File: config.mk
export PLATFORM = sky130hd
export DESIGN_NAME = aux_extint
export DESIGN_NICKNAME = d
export VERILOG_FILES = /design/src/rtl/aux_extint.sv
export SDC_FILE = /design/constraint.sdc
export NUM_CORES = 1
export LEC_CHECK = 0
export BUFFER_PORTS_ARGS = -buffer_cell sky130_fd_sc_hd__clkbuf_2
export CORE_MARGIN = 10
export CORE_UTILIZATION = 40
export CTS_BUF_LIST = sky130_fd_sc_hd__clkbuf_4
export DETAILED_ROUTE_END_ITERATION = 7
export PLACE_DENSITY = 0.89
export RECOVER_POWER = 50
export SKIP_LAST_GASP = 1
export SLEW_MARGIN = 20
export SYNTH_ARGS = -nofsm -noshare
export SYNTH_HDL_FRONTEND = slang
export SYNTH_SLANG_ARGS = --single-unit
export TNS_END_PERCENT = 5
File: constraint.sdc
create_clock -name clk -period 1.93 [get_ports clk]
set_input_delay 0.0965 -clock clk [delete_from_list [all_inputs] [get_ports clk]]
set_output_delay 0.0965 -clock clk [all_outputs]
set_load 0.05 [all_outputs]
File: src/rtl/aux_extint.sv
module aux_extint #(
  parameter logic [7:0] REG_ADDR = 8'hC0,
  parameter int CH = 2
) (
  input  logic          clk,
  input  logic          rst_n,
  input  logic          sfr_wr,
  input  logic [7:0]    sfr_addr,
  input  logic [7:0]    sfr_wdata,
  output logic [7:0]    sfr_rdata,
  input  logic          bit_wr,
  input  logic [7:0]    bit_addr,
  input  logic          bit_val,
  input  logic          pin_a,
  input  logic          pin_b,
  input  logic [CH-1:0] irq_ack,
  output logic [CH-1:0] irq_req,
  output logic [CH-1:0] irq_hi
);
  localparam int W = 4 * CH;

  logic [W-1:0]  ctl, sw, nxt;
  logic [CH-1:0] pin_q, pins, fall, flag_hit;

  assign pins = {pin_b, pin_a};

  wire hit_byte = sfr_wr && (sfr_addr == REG_ADDR);
  wire hit_bit  = bit_wr && (bit_addr[7:3] == REG_ADDR[7:3]);

  always_comb begin
    sw = ctl;
    if (hit_byte) sw = sfr_wdata;
    else if (hit_bit) sw[bit_addr[2:0]] = bit_val;
  end

  for (genvar n = 0; n < CH; n++) begin : g_ch
    localparam int B = 4 * n;
    assign fall[n]     = pin_q[n] & ~pins[n];
    assign flag_hit[n] = hit_byte | (hit_bit && bit_addr[2:0] == 3'(B + 1));
    assign nxt[B]      = sw[B];
    assign nxt[B+2]    = sw[B+2];
    assign nxt[B+3]    = sw[B+3];
    assign nxt[B+1]    = !ctl[B] ? ~pins[n]
                       : fall[n] | (flag_hit[n] ? sw[B+1] : (irq_ack[n] ? 1'b0 : ctl[B+1]));
    assign irq_req[n]  = ctl[B+1] & ctl[B+2];
    assign irq_hi[n]   = irq_req[n] & ctl[B+3];


    edge_sets_flag_chk: assert property (@(posedge clk) disable iff (!rst_n)
      (ctl[B] && pin_q[n] && !pins[n]) |=> ctl[B+1]);

    level_follows_pin_chk: assert property (@(posedge clk) disable iff (!rst_n)
      !ctl[B] |=> (ctl[B+1] == !$past(pins[n])));

    ack_clears_chk: assert property (@(posedge clk) disable iff (!rst_n)
      (ctl[B] && irq_ack[n] && !(pin_q[n] && !pins[n]) && !hit_byte && !hit_bit) |=> !ctl[B+1]);

    hi_needs_req_chk: assert property (@(posedge clk) disable iff (!rst_n)
      irq_hi[n] |-> irq_req[n]);
  end


  bit_enable_write_chk: assert property (@(posedge clk) disable iff (!rst_n)
    (bit_wr && bit_addr == REG_ADDR + 8'd2 && !(sfr_wr && sfr_addr == REG_ADDR))
      |=> (ctl[2] == $past(bit_val)));

  always_ff @(posedge clk) begin
    if (!rst_n) begin
      ctl   <= '0;
      pin_q <= '1;
    end else begin
      ctl   <= nxt;
      pin_q <= pins;
    end
  end

  assign sfr_rdata = ctl;
endmodule

==> flow_summary_export.csv <==
group,metric,value,unit
status,status,"complete, no violations",
sta,setup_viol,0,
routing,drt_pass1_iterations,4,
synthesis,synth_area_leaders,"dfxtp_1 35%, mux2i_1 10%, and3_1 5.4%, a21oi_1 5.2%, nand4_1 4.3%",
cts,clk_pin_slew_worst_paths,0.06,ns
die,ios,45,
cts,numCtsBuffers,3,
die,dieArea,3370,sq um
sta,worst_slew_pin_slew,0.622,ns
cts,clock-root-buffer,"clkbuf_4",
power_and_ir_drop,power.leakage,0.407,nW
placed_design,gp_congestion,0.784,
setup_path,crit_path_end_kind,"flip-flop",
cts,clock_path_buffers,2,
power_and_ir_drop,swShare,25.1,%
cts,clock_latency,0.25,ns
global_routing,gr-usage-all-layers,10.4,%
sta,fin_skew,0.000110,ns
cts,clkSinkCount,10,
job,max_cap_viol_count,0,
synthesis,syn_area,579,sq um
synthesis,synth_edf_count,0,
cts,cts_setup_buffers,0,
global_routing,grt_pass1_vias,664,
cts,cts_tree,"done",
layout,final_util,60.9,%
sta,worst_hold_slack,0.0470,ns
synthesis,yosysWarnings,0,
synthesis,ys.flop_type,"dfxtp_1",
cts,ctsHoldBuffers,0,
global_routing,grt_max_degree,17,
die,die_x,58.1,microns
setup_path,path_max_fanout,16,
synthesis,synth_seq_cells,10,
die,rows,13,
hold_path,hold_path_class,"primary input to flip-flop",
sta,max_freq,0.702,GHz
placed_design,place_ws,0.249,ns
placed_design,dpl_cell_area,802,sq um
routing,drc,0,
layout,antenna_cells,0,
synthesis,synth.net_count,100,
routing,via_count,661,
synthesis,yosysMostFrequentCell,"dfxtp_1",
synthesis,synth_top_cell_area_share,34.6,%
power_and_ir_drop,seqPwrFrac,50.5,%
sta,rsz0062_at_grt,"no",
routing,drt_iter0_drc,14,
routing,wl_per_cell,14.6,microns
layout,drive_above_1_share,36.0,%
power_and_ir_drop,power.density,522,nW/um^2
power_and_ir_drop,pwr-share-clk,32.6,%
layout,fin_area,812,sq um
routing,drt_wl_total,1850,microns
setup_path,crit_type,"primary input to flip-flop",
synthesis,synth_cell_types,26,
placed_design,placed_cells,123,
global_routing,grt_pass1_wl,2880,microns
power_and_ir_drop,ir_worst_vdd,0.318,mV
setup_path,start_kind,"primary input",
synthesis,synth_top_area_cell,"dfxtp_1",
setup_path,worstPathArrival,1.54,ns
layout,syn2layout_area_growth,40.2,%
global_routing,grt_overflow,0,
synthesis,synth_common_cells,"10 x dfxtp_1, 6 x a21oi_1, 6 x mux2i_1, 5 x and3_1",
power_and_ir_drop,power.internal,0.317,mW
synthesis,syn_inst,67,
synthesis,avgSynthCellArea,8.65,sq um
sta,final.setup.tns,0,ns
power_and_ir_drop,p_switching,0.106,mW
sta,period_share,73.8,%
sta,final-max-slew-violation-count,0,
die,initial_core_util,43.4,%
sta,fin_ws,0.506,ns
global_routing,antenna_found_initial,0,
cts,cts_htree_levels,1,
layout,finalNonFillerCells,126,
sta,timing_hold_violations_final,0,
placed_design,dp_hpwl,1550,microns
routing,ant_nets,0,
setup_path,crit_required,2.04,ns
die,die_h,58.1,microns
routing,vias_per_cell,5.25,
power_and_ir_drop,finalPower,0.424,mW
sta,finalCriticalPeriod,1.42,ns
synthesis,async_reset_ff_share,0,%
sta,slew_headroom,58.7,%
die,core_area,1330,sq um
layout,nets,146,
power_and_ir_drop,comb_power_share,16.9,%
placed_design,portBuffers,44,
cts,cts_resized,0,
synthesis,ys_seq_area_share,34.6,%
[cell usage in the layout (no fill, tap or decap)]
cell / instances
clkbuf_2: 34
clkbuf_1: 10
dfxtp_1: 10
mux2i_1: 6
a21oi_1: 6
and3_1: 5
nor2b_1: 4
nand3_1: 4
nand4_1: 4
o21ai_1: 3
clkbuf_4: 3
and2_1: 2
inv_1: 2
o311a_1: 2
o211ai_1: 2
nand2b_1: 2
o22ai_1: 2
o21ai_0: 2
nand4b_1: 1
or3_1: 1
or4_1: 1
nor4b_2: 1
and3b_1: 1
nor2_1: 1
o21ai_2: 1
buf_4: 1
[per-layer routing]
| metal | wire length [microns] | vias to the layer above | track usage [%] |
|---|---|---|---|
| met5 | 0 | - | 0 |
| met4 | 0 | 0 | 6.04 |
| met3 | 185 | 0 | 4.79 |
| met2 | 851 | 32 | 16.0 |
| met1 | 807 | 284 | 11.5 |
| li1 | - | 345 | - |
[worst max-delay path, cell delays in order]
cell      delay, ns
clkbuf_2       0.07
or3_1          0.34
or4_1          0.67
o21ai_0        0.27
a21oi_1        0.07
[sequential cells by signal (all words and copies together), names as in the netlist]
register,flops
pin_q,2
sfr_rdata,8
[power by group through the flow]
stage | clock network, mW | logic [mW] | registers (mW)
3_3_place_gp | 0 | 0.0703 | 0.218
3_5_place_dp | 0 | 0.0724 | 0.219
4_1_cts | 0.140 | 0.0729 | 0.214
5_1_grt | 0.145 | 0.0794 | 0.215
2_1_floorplan | 0 | 0.0228 | 0.227
6_report | 0.138 | 0.0716 | 0.214
[final cells by class]
| cell class | count | area, sq um |
|---|---|---|
| fill | 141 | 522 |
| multi-input combinational | 51 | 348 |
| timing repair buffer | 45 | 215 |
| sequential | 10 | 200 |
| clock buffer | 3 | 22.5 |
| tap | 15 | 18.8 |
| inverter | 2 | 7.51 |
[path summary, 6_finish.rpt]
path                            cells past startpoint  slack [ns]    startpoint            to
worst max-delay path                                5        0.51   sfr_addr[1]  sfr_rdata[3]
worst min register to register                      2        0.49      pin_q[1]  sfr_rdata[5]
worst min-delay path                                2        0.05         pin_a      pin_q[0]
worst max register to register                      3        0.95  sfr_rdata[1]  sfr_rdata[1]
[logic make-up (layout without fill, tap and decap cells)]
family,after synthesis,count (layout),synth area share (%)
mux,6,6,10.4
buf+inv,6,50,5.40
simple gates,27,27,30.5
compound gates,18,18,19.2
flops,10,10,34.6
(Power assumes the default switching activity.)
